### config.mk
export PLATFORM = sky130hd
export DESIGN_NAME = uart_rx_core
export DESIGN_NICKNAME = d
export VERILOG_FILES = /design/src/rtl/uart_rx_pkg.sv /design/src/rtl/rx_line_sync.sv /design/src/rtl/rx_frame_fsm.sv /design/src/rtl/rx_hold_reg.sv /design/src/rtl/uart_rx_core.sv
export SDC_FILE = /design/constraint.sdc
export NUM_CORES = 1
export LEC_CHECK = 0
export CAP_MARGIN = 15
export CORE_MARGIN = 1.5
export CORE_UTILIZATION = 54
export CTS_CLUSTER_DIAMETER = 80
export DETAILED_ROUTE_END_ITERATION = 7
export DONT_BUFFER_PORTS = 1
export PLACE_DENSITY = 0.69
export SLEW_MARGIN = 0
export SYNTH_ARGS = -nofsm -noshare
export SYNTH_HDL_FRONTEND = slang
export SYNTH_SLANG_ARGS = --single-unit
### constraint.sdc
create_clock -name clk -period 1.9 [get_ports clk]
set_clock_uncertainty 0.05 [all_clocks]
set_input_delay 0.19 -clock clk [delete_from_list [all_inputs] [get_ports clk]]
set_output_delay 0.19 -clock clk [all_outputs]
set_load 0.005 [all_outputs]
### src/rtl/uart_rx_pkg.sv
package uart_rx_pkg;

  localparam int RX_DATA_W  = 8;
  localparam int RX_MIN_LEN = 5;

  typedef enum logic [2:0] {
    ST_IDLE  = 3'd0,
    ST_START = 3'd1,
    ST_DATA  = 3'd2,
    ST_PAR   = 3'd3,
    ST_STOP  = 3'd4,
    ST_TAIL  = 3'd5
  } rx_state_e;

  typedef enum logic [1:0] {
    PAR_NONE     = 2'b00,
    PAR_EVEN     = 2'b01,
    PAR_ODD      = 2'b10,
    PAR_NONE_ALT = 2'b11
  } par_mode_e;

  typedef enum logic [1:0] {
    STOP_ONE     = 2'b00,
    STOP_ONEHALF = 2'b01,
    STOP_TWO     = 2'b10,
    STOP_TWO_ALT = 2'b11
  } stop_mode_e;

  typedef struct packed {
    logic [RX_DATA_W-1:0] data;
    logic                 perr;
    logic                 ferr;
    logic                 brk;
  } char_rec_t;

endpackage

### src/rtl/rx_line_sync.sv
module rx_line_sync #(
  parameter int STAGES = 2
) (
  input  logic clk,
  input  logic rst_n,
  input  logic din,
  output logic dout
);

  logic [STAGES-1:0] sync_q;

  for (genvar i = 0; i < STAGES; i++) begin : g_stage
    if (i == 0) begin : g_first
      always_ff @(posedge clk or negedge rst_n) begin
        if (!rst_n) sync_q[i] <= 1'b1;
        else        sync_q[i] <= din;
      end
    end else begin : g_next
      always_ff @(posedge clk or negedge rst_n) begin
        if (!rst_n) sync_q[i] <= 1'b1;
        else        sync_q[i] <= sync_q[i-1];
      end
    end
  end

  assign dout = sync_q[STAGES-1];

endmodule

### src/rtl/rx_frame_fsm.sv
module rx_frame_fsm
  import uart_rx_pkg::*;
#(
  parameter int OS_RATE = 16
) (
  input  logic      clk,
  input  logic      rst_n,
  input  logic      rx_s,
  input  logic      tick_en,
  input  logic [1:0] len_sel,
  input  logic [1:0] par_sel,
  input  logic [1:0] stop_sel,
  output logic      char_done,
  output char_rec_t char_rec
);

  localparam int CNT_W  = $clog2(OS_RATE);
  localparam int BIDX_W = $clog2(RX_DATA_W);
  localparam logic [CNT_W-1:0] CNT_HALF = CNT_W'(OS_RATE/2 - 1);
  localparam logic [CNT_W-1:0] CNT_LAST = CNT_W'(OS_RATE - 1);

  rx_state_e            state_q, state_n;
  logic [CNT_W-1:0]     cnt_q, cnt_n;
  logic [BIDX_W-1:0]    idx_q, idx_n;
  logic [RX_DATA_W-1:0] shreg_q, shreg_n;
  logic                 par_q, par_n;
  logic                 low_q, low_n;
  logic                 perr_q, perr_n;
  logic                 prev_q, prev_n;
  logic                 done_q, done_n;
  char_rec_t            rec_q, rec_n;

  logic              par_en;
  logic              par_odd;
  logic [BIDX_W-1:0] last_idx;
  logic [CNT_W-1:0]  tail_last;

  assign par_en    = (par_sel == PAR_EVEN) || (par_sel == PAR_ODD);
  assign par_odd   = (par_sel == PAR_ODD);
  assign last_idx  = BIDX_W'(RX_MIN_LEN - 1) + BIDX_W'(len_sel);
  assign tail_last = (stop_sel == STOP_ONEHALF) ? CNT_HALF : CNT_LAST;

  always_comb begin
    state_n = state_q;
    cnt_n   = cnt_q;
    idx_n   = idx_q;
    shreg_n = shreg_q;
    par_n   = par_q;
    low_n   = low_q;
    perr_n  = perr_q;
    prev_n  = prev_q;
    rec_n   = rec_q;
    done_n  = 1'b0;
    if (tick_en) begin
      prev_n = rx_s;
      cnt_n  = cnt_q + CNT_W'(1);
      case (state_q)
        ST_IDLE: begin
          cnt_n = '0;
          if (prev_q && !rx_s) state_n = ST_START;
        end
        ST_START: begin
          if (cnt_q == CNT_HALF) begin
            cnt_n = '0;
            if (rx_s) begin
              state_n = ST_IDLE;
            end else begin
              state_n = ST_DATA;
              idx_n   = '0;
              shreg_n = '0;
              par_n   = 1'b0;
              low_n   = 1'b1;
              perr_n  = 1'b0;
            end
          end
        end
        ST_DATA: begin
          if (cnt_q == CNT_LAST) begin
            cnt_n          = '0;
            shreg_n[idx_q] = rx_s;
            par_n          = par_q ^ rx_s;
            low_n          = low_q & ~rx_s;
            if (idx_q == last_idx) state_n = par_en ? ST_PAR : ST_STOP;
            else                   idx_n   = idx_q + BIDX_W'(1);
          end
        end
        ST_PAR: begin
          if (cnt_q == CNT_LAST) begin
            cnt_n   = '0;
            perr_n  = par_q ^ rx_s ^ par_odd;
            low_n   = low_q & ~rx_s;
            state_n = ST_STOP;
          end
        end
        ST_STOP: begin
          if (cnt_q == CNT_LAST) begin
            cnt_n      = '0;
            done_n     = 1'b1;
            rec_n.data = shreg_q;
            rec_n.perr = par_en & perr_q;
            rec_n.ferr = ~rx_s;
            rec_n.brk  = low_q & ~rx_s;
            state_n    = (stop_sel == STOP_ONE) ? ST_IDLE : ST_TAIL;
          end
        end
        ST_TAIL: begin
          if (cnt_q == tail_last) begin
            cnt_n   = '0;
            state_n = ST_IDLE;
          end
        end
        default: state_n = ST_IDLE;
      endcase
    end
  end

  always_ff @(posedge clk or negedge rst_n) begin
    if (!rst_n) begin
      state_q <= ST_IDLE;
      cnt_q   <= '0;
      idx_q   <= '0;
      shreg_q <= '0;
      par_q   <= 1'b0;
      low_q   <= 1'b0;
      perr_q  <= 1'b0;
      prev_q  <= 1'b1;
      rec_q   <= '0;
    end else if (tick_en) begin
      state_q <= state_n;
      cnt_q   <= cnt_n;
      idx_q   <= idx_n;
      shreg_q <= shreg_n;
      par_q   <= par_n;
      low_q   <= low_n;
      perr_q  <= perr_n;
      prev_q  <= prev_n;
      rec_q   <= rec_n;
    end
  end

  always_ff @(posedge clk or negedge rst_n) begin
    if (!rst_n) done_q <= 1'b0;
    else        done_q <= done_n;
  end

  assign char_done = done_q;
  assign char_rec  = rec_q;

endmodule

### src/rtl/rx_hold_reg.sv
module rx_hold_reg
  import uart_rx_pkg::*;
(
  input  logic                 clk,
  input  logic                 rst_n,
  input  logic                 char_done,
  input  char_rec_t            char_rec,
  input  logic                 rd_strobe,
  output logic [RX_DATA_W-1:0] hold_data,
  output logic                 dr,
  output logic                 oe,
  output logic                 pe,
  output logic                 fe,
  output logic                 bi
);

  logic [RX_DATA_W-1:0] data_q, data_n;
  logic dr_q, dr_n, oe_q, oe_n, pe_q, pe_n, fe_q, fe_n, bi_q, bi_n;

  always_comb begin
    data_n = data_q;
    dr_n   = rd_strobe ? 1'b0 : dr_q;
    oe_n   = rd_strobe ? 1'b0 : oe_q;
    pe_n   = rd_strobe ? 1'b0 : pe_q;
    fe_n   = rd_strobe ? 1'b0 : fe_q;
    bi_n   = rd_strobe ? 1'b0 : bi_q;
    if (char_done) begin
      data_n = char_rec.data;
      oe_n   = oe_n | (dr_q & ~rd_strobe);
      dr_n   = 1'b1;
      pe_n   = char_rec.perr;
      fe_n   = char_rec.ferr;
      bi_n   = char_rec.brk;
    end
  end

  always_ff @(posedge clk or negedge rst_n) begin
    if (!rst_n) begin
      data_q <= '0;
      dr_q   <= 1'b0;
      oe_q   <= 1'b0;
      pe_q   <= 1'b0;
      fe_q   <= 1'b0;
      bi_q   <= 1'b0;
    end else begin
      data_q <= data_n;
      dr_q   <= dr_n;
      oe_q   <= oe_n;
      pe_q   <= pe_n;
      fe_q   <= fe_n;
      bi_q   <= bi_n;
    end
  end

  assign hold_data = data_q;
  assign dr = dr_q;
  assign oe = oe_q;
  assign pe = pe_q;
  assign fe = fe_q;
  assign bi = bi_q;

endmodule

### src/rtl/uart_rx_core.sv
module uart_rx_core
  import uart_rx_pkg::*;
#(
  parameter int OS_RATE     = 16,
  parameter int SYNC_STAGES = 2
) (
  input  logic       clk,
  input  logic       rst_n,
  input  logic       rxd_in,
  input  logic       tick16,
  input  logic [1:0] len_sel,
  input  logic [1:0] par_mode,
  input  logic [1:0] stop_sel,
  input  logic       rd_strobe,
  output logic [7:0] rx_data,
  output logic       data_ready,
  output logic       err_overrun,
  output logic       err_parity,
  output logic       err_frame,
  output logic       err_break
);

  logic [1:0] rst_q;
  logic       rst_n_int;
  logic       rx_s;
  logic       char_done;
  char_rec_t  char_rec;

  always_ff @(posedge clk or negedge rst_n) begin
    if (!rst_n) rst_q <= 2'b00;
    else        rst_q <= {rst_q[0], 1'b1};
  end
  assign rst_n_int = rst_q[1];

  rx_line_sync #(.STAGES(SYNC_STAGES)) u_sync (
    .clk   (clk),
    .rst_n (rst_n_int),
    .din   (rxd_in),
    .dout  (rx_s)
  );

  rx_frame_fsm #(.OS_RATE(OS_RATE)) u_fsm (
    .clk       (clk),
    .rst_n     (rst_n_int),
    .rx_s      (rx_s),
    .tick_en   (tick16),
    .len_sel   (len_sel),
    .par_sel   (par_mode),
    .stop_sel  (stop_sel),
    .char_done (char_done),
    .char_rec  (char_rec)
  );

  rx_hold_reg u_hold (
    .clk       (clk),
    .rst_n     (rst_n_int),
    .char_done (char_done),
    .char_rec  (char_rec),
    .rd_strobe (rd_strobe),
    .hold_data (rx_data),
    .dr        (data_ready),
    .oe        (err_overrun),
    .pe        (err_parity),
    .fe        (err_frame),
    .bi        (err_break)
  );

endmodule

# After elaboration in Yosys (flattened, before gate mapping)
# Index checks and enable logic that the tools add are counted.
# op_classes
n_reduce_logical	18
n_mux	48
order_cmp	2
eq_ne	22
add_sub_neg	3
n_bitwise	8
# ops
cell	n
$mux W3	13
$mux W8	3
$mux W1	18
$pmux W3 S6	1
$mux W4	4
$ne A2 B1 Y1 const B	8
$pmux W4 S4	1
$pmux W8 S2	1
$reduce_and A5 Y1	3
$bwmux W8	1
$reduce_and A8 Y1	1
$reduce_bool A2 Y1	4
$eq A3 B2 Y1 const B	2
$eq A3 B3 Y1 const B	2
$pmux W1 S2	3
$pmux W3 S2	1
$reduce_and A6 Y1	1
$add A4 B1 Y4 const B	1
$eq A2 B1 Y1 const B	2
$eq A4 B3 Y1 const B	1
$eq A4 B4 Y1	1
$eq A4 B4 Y1 const B	1
$lt A3 B4 Y1 const B	1
$ne A2 B2 Y1 const B	2
other kinds (20)	25
# totals
output_inout_bits	13
elab_cells	123
reg_bits	51
input_bits	11

# Depth between registers and ports, before layout
# Gate-level depths: netlist of run 1.
# depth
word_depth	7
mapped_depth	7
ltp_nobuf	6

# Hierarchy
# Synthesis of run 1 repeated with hierarchy kept, for this count alone.
# hier_totals
cells_unflattened	261
area_unflattened_um2	2533.7
# modules_own_cells
mod	seq_area_each_um2	n_inst	area_per_inst_um2	cells_per_inst
rx_frame_fsm	852.1	1	1926.8	226
rx_hold_reg	325.3	1	500.5	30
uart_rx_core	50.0	1	53.8	3
rx_line_sync	52.6	1	52.6	2

# Worst setup path after synthesis of run 1
# OpenSTA, ideal clock, no wires.
# synth_timing
path_type	reg2reg
startpoint	reg u_fsm.cnt_q[3]
endpoint	reg u_fsm.shreg_q[6]
synth_period_minus_slack_ns	1.805
stages_incl_launch_ff	6
arrival_ns	1.620
setup_slack_ns	0.095
setup_ns	0.136
t_required_ns	1.714
path_buffers	1
cell_sequence	dfrtp_1 -> buf_6 -> or4b_4 -> a21o_4 -> o311ai_1 -> o41ai_1
# synth_via
elab_chain_len	3
elab_cells_between_ends	5
classes_between	4 x eq/ne; 1 x reduce/logical
# synth_rtl
element	line_no	source
from (decl)	rx_frame_fsm.sv:23	logic [CNT_W-1:0] cnt_q, cnt_n;
from (signal assigned)	rx_frame_fsm.sv:130	cnt_q <= cnt_n;
$eq A4 B4 Y1 / $eq A4 B3 Y1 (equally long branches)	rx_frame_fsm.sv:78, rx_frame_fsm.sv:63	
$ne A2 B1 Y1 (no source line)	n/a	
$reduce_and A5 Y1 (no source line) *	n/a	
to (signal assigned)	rx_frame_fsm.sv:132	shreg_q <= shreg_n;
to (decl)	rx_frame_fsm.sv:25	logic [RX_DATA_W-1:0] shreg_q, shreg_n;
# Mark *: on every way between the ends. The rest lies on a longest branch, timed or not.
# A chain may end at the register's enable or synchronous reset.

# Final worst setup path of run 1
# layout_timing
startpoint	reg u_fsm.state_q[1]
endpoint	reg u_fsm.shreg_q[5]
# layout_via
elab_chain_len	3
elab_cells_between_ends	8
classes_between	5 x eq/ne; 1 x mux; 2 x reduce/logical
# layout_rtl
element	line_no	source
from (decl)	rx_frame_fsm.sv:22	rx_state_e state_q, state_n;
from (signal assigned)	rx_frame_fsm.sv:129	state_q <= state_n;
$eq A3 B1 Y1 / $eq A3 B2 Y1 (equally long branches)	rx_frame_fsm.sv:57	case (state_q)
$ne A2 B2 Y1 (no source line), or another cell as far along	n/a	
$reduce_and A5 Y1 (no source line)	n/a	
# Parallel ways exist; a longest one is shown, timed or not.

==> impl_metrics.py, run 1 <==
metrics = {
    "outcome": {
        "outcome": "completed",
    },
    "critical_path": {
        "endpoint_kind": "register",
        "r2r-start": "u_fsm.state_q[1]$_DFFE_PN0P_",
        "critical_path_startpoint": "u_fsm.state_q[1]$_DFFE_PN0P_",
        "cp_max_fo": 7,
        "timing.critical_path.cells": "or4b_4, a21oi_4, nand2_2, nor3b_2, mux2i_1",
        "cell_with_the_largest_stage_delay_on_the_worst_path": "sky130_fd_sc_hd__or4b_4",
        "crit_required_ns": 2.08,
        "critical_path.startpoint_type": "register",
        "timing.setup.critical_path_class": "register to register",
        "cp_slowest_stage_delay_ns": 0.53,
        "cp.arrival_ns": 2.04,
    },
    "route": {
        "vias_per_cell": 5.84,
        "first_iter_violations": 101,
        "detail_route.drc_violations": 0,
        "detail_route.first_pass.iterations": 4,
        "route.vias.total": 1682,
        "wl_per_cell_um": 16.0,
        "routed_wirelength_mm": 4.62,
        "postRouteAntennaNets": 0,
    },
    "floorplanning": {
        "die_width_um": 69.8,
        "initial_utilization_pct": 55.7,
        "dieArea_um2": 4870,
        "fp-row-count": 24,
        "die_extent_in_y_um": 69.8,
        "placeable_area_um2": 4320,
        "design.portCount": 24,
    },
    "synth": {
        "async_flop_share_pct": 100,
        "synthFlopType": "sky130_fd_sc_hd__dfrtp_1",
        "postSynthAreaPerCell_um2": 11.2,
        "synthTopCellsByArea": "sky130_fd_sc_hd__dfrtp_1 (50%), sky130_fd_sc_hd__mux2_2 (9.4%), sky130_fd_sc_hd__nand2_1 (3.6%)",
        "yosys.cell_count.top_type": "sky130_fd_sc_hd__dfrtp_1",
        "synth-adder-area-share_pct": 1.56,
        "synth-simple-area-share_pct": 14.8,
        "synth-edff-count": 0,
        "yosysTopAreaCell": "sky130_fd_sc_hd__dfrtp_1",
        "number_of_cells_produced_by_synthesis": 216,
        "ys_types": 47,
        "synth.net_count": 230,
        "synth_top_cell_area_share_pct": 49.9,
        "synth_top_family_by_area": "simple AND/OR/NAND/NOR gates",
        "synth_compound_gate_area_share_pct": 14.2,
        "multiplexer_share_of_the_synthesized_area_pct": 11.0,
        "synth.ff_latch_count": 51,
        "netlist_area_um2": 2410,
        "post_synth_most_frequent_cells": "sky130_fd_sc_hd__dfrtp_1 (48), sky130_fd_sc_hd__nand2_1 (23), sky130_fd_sc_hd__mux2_2 (20)",
        "synth.yosys.seq_area_share_pct": 53.1,
        "synth-warning-count": 0,
        "synth-xor-area-share_pct": 2.18,
    },
    "pwr": {
        "cellPowerDensity_nw_per_um2": 1030,
        "static-leakage-power_uw": 0.00124,
        "vdd_drop_max_mv": 0.627,
    },
    "worst_hold_path": {
        "worst_hold_path_type": "input port to register",
        "hold_path_startpoint": "tick16",
    },
    "global_route": {
        "grt_pass1_vias": 1595,
        "grt_max_degree": 27,
        "grt_overflow": 0,
        "grt_first_pass_wirelength_mm": 8.02,
        "global_route.usage.total_pct": 20.8,
        "antenna_found_initial": 0,
    },
    "cells_and_area": {
        "layout.nets": 249,
        "post_route_cells_drive_above_1_share_pct": 25.8,
        "layout-area-overhead-vs-synth_pct": 13.6,
        "insertedDiodeCount": 0,
    },
    "placed_design": {
        "dp_hpwl_mm": 3.22,
        "routabilityCongestion": 0.884,
        "port-buffer-count": 0,
        "dp_slack_ns": 0.0370,
    },
    "sta": {
        "rsz0062_at_grt": "true",
        "timing_hold_violations_final": 0,
        "post_route_minimum_period_ns": 1.86,
        "whs_ns": 0.0293,
        "timing.final.ws_setup_ns": 0.0410,
        "max_slew_margin_pct": 60.3,
        "min_period_over_period_pct": 97.8,
        "max_slew.worst_pin.slew_ns": 0.595,
        "final-setup-viol-count": 0,
        "max_freq_ghz": 0.538,
        "final_max_slew_viol_count": 0,
    },
    "clock_network": {
        "root_buffer": "sky130_fd_sc_hd__clkbuf_8",
        "clock_sink_count": 51,
        "max-clock-path-buffers": 2,
        "worst_skew_pair.late_latency_ns": 0.30,
        "cts.htree.levels": 2,
        "cts_tree": "built",
        "worst_setup_hold_path_clk_slew_ns": 0.09,
        "numCtsBuffers": 5,
    },
    "run": {
        "timing.max_cap.violations": 0,
    },
}
## layout make-up
type,count,area [um^2]
fillers,347,1590
flip-flops and latches,51,1280
multi-input cells,149,1070
repair buffers,20,173
clock buffers,6,72.6
well taps,52,65.1
clock inverters,2,37.5
inverters,8,30.0
## metal layers
metal | GRT usage, % | up-vias | share of wire (%)
met5 | 0 | - | 0
met4 | 6.41 | 0 | 0.95
met3 | 4.80 | 6 | 4.3
met2 | 30.9 | 46 | 48
met1 | 30.4 | 821 | 47
li1 | - | 809 | -
## state kept, by name, summed over array words and instances, names as in the netlist
name	cells
u_fsm.low_q	1
u_hold.dr	1
u_fsm.char_rec	11
rst_q	2
u_hold.bi	1
u_fsm.cnt_q	4
u_fsm.perr_q	1
u_hold.pe	1
u_fsm.shreg_q	8
u_fsm.state_q	3
u_sync.dout	1
u_hold.hold_data	8
u_sync.sync_q	1
u_fsm.prev_q	1
u_fsm.par_q	1
u_fsm.char_done	1
u_hold.oe	1
u_fsm.idx_q	3
u_hold.fe	1
## stage by stage
step	setup TNS, ns	utilization (%)	area (um^2)	power, uW	std cells
6_report	0	63.3	2740	2820	288
4_1_cts	0	62.1	2690	2780	284
5_1_grt	-0.111	63.3	2740	2990	288
2_1_floorplan	0	-	2410	1770	216
3_3_place_gp	0	58.6	2530	1980	272
3_5_place_dp	0	58.6	2530	2020	272
## worst max-delay path, delay by kind of cell, from the launching register on
kind	cells	cell delay, ns
AOI/OAI and AO/OA	1	0.26
DFF	1	0.46
muxes	1	0.19
and+or+nand+nor	3	0.84
## power by group
group | switching, uW | internal, uW
Sequential | 115 | 1170
Clock | 356 | 393
Combinational | 409 | 384
Total | 880 | 1940
## layout by cell type, fill, tap and decap left out, types with 3 or more instances in the layout
master	netlist	final
sky130_fd_sc_hd__o21ai_0	15	15
sky130_fd_sc_hd__inv_1	8	8
sky130_fd_sc_hd__a21oi_1	8	8
sky130_fd_sc_hd__nand4_1	3	3
sky130_fd_sc_hd__nor2_1	13	13
sky130_fd_sc_hd__nand2_1	23	23
sky130_fd_sc_hd__clkbuf_8	0	5
sky130_fd_sc_hd__ha_1	3	3
sky130_fd_sc_hd__dfstp_2	3	3
sky130_fd_sc_hd__a22o_1	3	3
sky130_fd_sc_hd__dfrtp_2	0	3
sky130_fd_sc_hd__nand3_1	4	4
sky130_fd_sc_hd__mux2i_1	4	4
sky130_fd_sc_hd__o31ai_1	5	5
sky130_fd_sc_hd__dlygate4sd3_1	0	4
sky130_fd_sc_hd__mux2_2	20	20
sky130_fd_sc_hd__xnor2_1	6	6
sky130_fd_sc_hd__nor2b_1	4	4
sky130_fd_sc_hd__buf_4	0	15
sky130_fd_sc_hd__dfrtp_1	48	45
## cells by family (layout without fill, tap and decap cells)
kind of cell	Yosys count	after routing
AOI/OAI and AO/OA	49	49
xor gates and xnor gates	6	6
adders and majority gates	3	3
buffers and inverters	16	36
DFF	51	51
muxes	24	24
other	1	1
and+or+nand+nor	66	66
## final timing paths
kind                       depth (start not counted)                             to  slack (ns)
max                                                5   u_fsm.shreg_q[5]$_DFFE_PN0P_        0.04
min                                                3     u_fsm.cnt_q[2]$_DFFE_PN0P_        0.03
max reg2reg                                        5   u_fsm.shreg_q[5]$_DFFE_PN0P_        0.04
min reg2reg                                        0  u_fsm.char_rec[1]$_DFFE_PN0P_        0.23
max in group asynchronous                          1  u_fsm.char_rec[5]$_DFFE_PN0P_        1.03
min in group asynchronous                          1             rst_q[0]$_DFF_PN0_        0.06
## timing repair
item,in CTS,in global routing
hold buffers,4,0
gates resized for setup,0,4
hold endpoints to repair,9,0
setup buffers,0,4
setup endpoints to repair,0,14
No activity file was read; power rests on OpenSTA's default activity.
==> inputs of run 2 (changes only) <==
PLACE_DENSITY = 0.68   (was 0.69)
==> impl_metrics.py, run 2 (synthesis results as in run 1) <==
metrics = {
    "outcome": {
        "outcome": "completed",
    },
    "global_route": {
        "global_route.usage.total_pct": 21.0,
        "grt_util_met3_pct": 5.23,
        "global_route.usage.met2_pct": 34.4,
        "grt_overflow": 0,
        "grt.busiest_layer": "met2",
        "grt_max_degree": 50,
        "globalRouteMet1Util_pct": 27.4,
        "grt_pass1_vias": 1759,
        "grt_first_pass_wirelength_mm": 8.15,
        "antenna_found_initial": 0,
    },
    "pwr": {
        "cellInternalPower_uw": 2060,
        "static-leakage-power_uw": 0.00127,
        "switching_share_pct": 29.2,
        "proportion_of_power_drawn_by_combinational_gates_pct": 26.6,
        "pwr-share-clk_pct": 29.9,
        "cellPowerDensity_nw_per_um2": 1040,
        "report.power.total_uw": 2910,
        "switchingPower_uw": 849,
        "vdd_drop_max_mv": 0.603,
        "power.sequential.fraction_pct": 43.5,
    },
    "clock_network": {
        "root_buffer": "sky130_fd_sc_hd__clkbuf_8",
        "numCtsBuffers": 5,
        "worst_setup_hold_path_clk_slew_ns": 0.09,
        "max-clock-path-buffers": 2,
        "worst_skew_pair.late_latency_ns": 0.31,
        "clock_sink_count": 51,
        "cts.htree.levels": 2,
        "cts_tree": "built",
    },
    "sta": {
        "final_max_slew_viol_count": 0,
        "rsz0062_at_grt": "true",
        "max_slew_margin_pct": 60.9,
        "final-setup-viol-count": 0,
        "post_route_minimum_period_ns": 1.86,
        "max_slew.worst_pin.slew_ns": 0.587,
        "min_period_over_period_pct": 97.9,
        "whs_ns": 0.0503,
        "timing_hold_violations_final": 0,
        "max_freq_ghz": 0.537,
    },
    "floorplanning": {
        "die_width_um": 69.8,
        "design.portCount": 24,
        "die_extent_in_y_um": 69.8,
        "fp-row-count": 24,
        "dieArea_um2": 4870,
        "initial_utilization_pct": 55.7,
        "placeable_area_um2": 4320,
    },
    "critical_path": {
        "cell_with_the_largest_stage_delay_on_the_worst_path": "sky130_fd_sc_hd__or4b_4",
        "cp.arrival_ns": 2.03,
        "crit_required_ns": 2.07,
        "endpoint_kind": "register",
        "critical_path.startpoint_type": "register",
        "cp_slowest_stage_delay_ns": 0.57,
        "timing.critical_path.cells": "or4b_4, a21oi_4, nand2_2, nor3b_2, mux2i_1",
        "cp_max_fo": 4,
        "timing.setup.critical_path_class": "register to register",
    },
    "placed_design": {
        "cell_area_placed_um2": 2530,
        "port-buffer-count": 0,
        "numPlacedInstances": 271,
        "dp_hpwl_mm": 3.13,
        "routabilityCongestion": 0.945,
    },
    "route": {
        "postRouteAntennaNets": 0,
        "routed_wirelength_mm": 4.68,
        "route.vias.total": 1721,
        "detail_route.drc_violations": 0,
        "detail_route.first_pass.iterations": 4,
        "wl_per_cell_um": 16.1,
        "first_iter_violations": 103,
        "vias_per_cell": 5.93,
    },
    "cells_and_area": {
        "final_layout_fill_cell_count": 327,
        "multiInputGateArea_um2": 1080,
        "layoutNonFillerInstCount": 290,
        "layout.cells.most_common_list": "sky130_fd_sc_hd__dfrtp_1 (46), sky130_fd_sc_hd__nand2_1 (23), sky130_fd_sc_hd__mux2_2 (20)",
        "most_common_cell_after_layout_fill_and_taps_aside": "sky130_fd_sc_hd__dfrtp_1",
        "layout-area-overhead-vs-synth_pct": 16.0,
        "sequential_cell_area_in_the_final_layout_um2": 1280,
        "layout.nets": 251,
        "design_area_um2": 2790,
        "post_route_cells_drive_above_1_share_pct": 28.2,
        "largest_reg_flops": 11,
        "insertedDiodeCount": 0,
    },
    "worst_hold_path": {
        "worst_hold_path_type": "input port to async pin",
    },
    "run": {
        "timing.max_cap.violations": 0,
    },
}
run 2: power groups by stage:
| stage | Sequential [uW] | Clock (uW) | Combinational (uW) |
|---|---|---|---|
| floorplan | 1260 | 0 | 516 |
| global placement | 1270 | 0 | 691 |
| detailed placement | 1280 | 0 | 720 |
| CTS | 1250 | 882 | 734 |
| global route | 1280 | 932 | 859 |
| finish | 1260 | 870 | 773 |
run 2: path summary, 6_finish.rpt:
| kind | startpoint | endpoint | slack, ns | cells past startpoint |
|---|---|---|---|---|
| max reg2reg | u_fsm.cnt_q[3]$_DFFE_PN0P_ | u_fsm.shreg_q[5]$_DFFE_PN0P_ | 0.04 | 5 |
| max | u_fsm.cnt_q[3]$_DFFE_PN0P_ | u_fsm.shreg_q[5]$_DFFE_PN0P_ | 0.04 | 5 |
| max in group asynchronous | rst_q[1]$_DFF_PN0_ | u_fsm.state_q[2]$_DFFE_PN0P_ | 1.07 | 1 |
| min | rst_n | rst_q[0]$_DFF_PN0_ | 0.05 | 1 |
| min in group clk | tick16 | u_fsm.cnt_q[2]$_DFFE_PN0P_ | 0.05 | 3 |
| min reg2reg | rst_q[1]$_DFF_PN0_ | u_hold.hold_data[1]$_DFFE_PN0P_ | 0.31 | 1 |
run 2: repair_timing:
| action | in CTS | in global routing |
|---|---|---|
| endpoints found under the hold margin | 9 | 0 |
| setup buffers | 5 | 2 |
| hold buffers | 4 | 0 |
| gates resized for setup | 0 | 12 |
| pin swaps | 2 | 6 |
| endpoints found under the setup margin | 1 | 13 |
run 2: critical path: cells and delay by family, from the launching register on:
kind               cells  cell delay [ns]
AOI/OAI and AO/OA      1             0.21
and+or+nand+nor        3             0.88
DFF                    1             0.39
muxes                  1             0.25
run 2: layout make-up:
cell class / instances / area share, %
sequential: 51 / 45.9
multi-input combinational: 149 / 38.8
timing repair buffer: 22 / 7.12
clock buffer: 6 / 2.60
tap: 52 / 2.33
clock inverter: 2 / 2.15
inverter: 8 / 1.07
run 2: per-layer routing:
layer | vias up | routed length (um)
li1 | 815 | -
met1 | 856 | 2070
met2 | 43 | 2350
met3 | 7 | 188
met4 | 0 | 63
met5 | - | 0
run 2: metrics by stage:
stage	setup WS [ns]	TNS [ns]	utilization (%)
floorplan	0.0945	0	-
detailed placement	-0.000831	-0.000831	58.4
CTS	0.0232	0	63.3
global route	-0.0215	-0.0254	64.6
global placement	0.0938	0	58.4
finish	0.0390	0	64.6
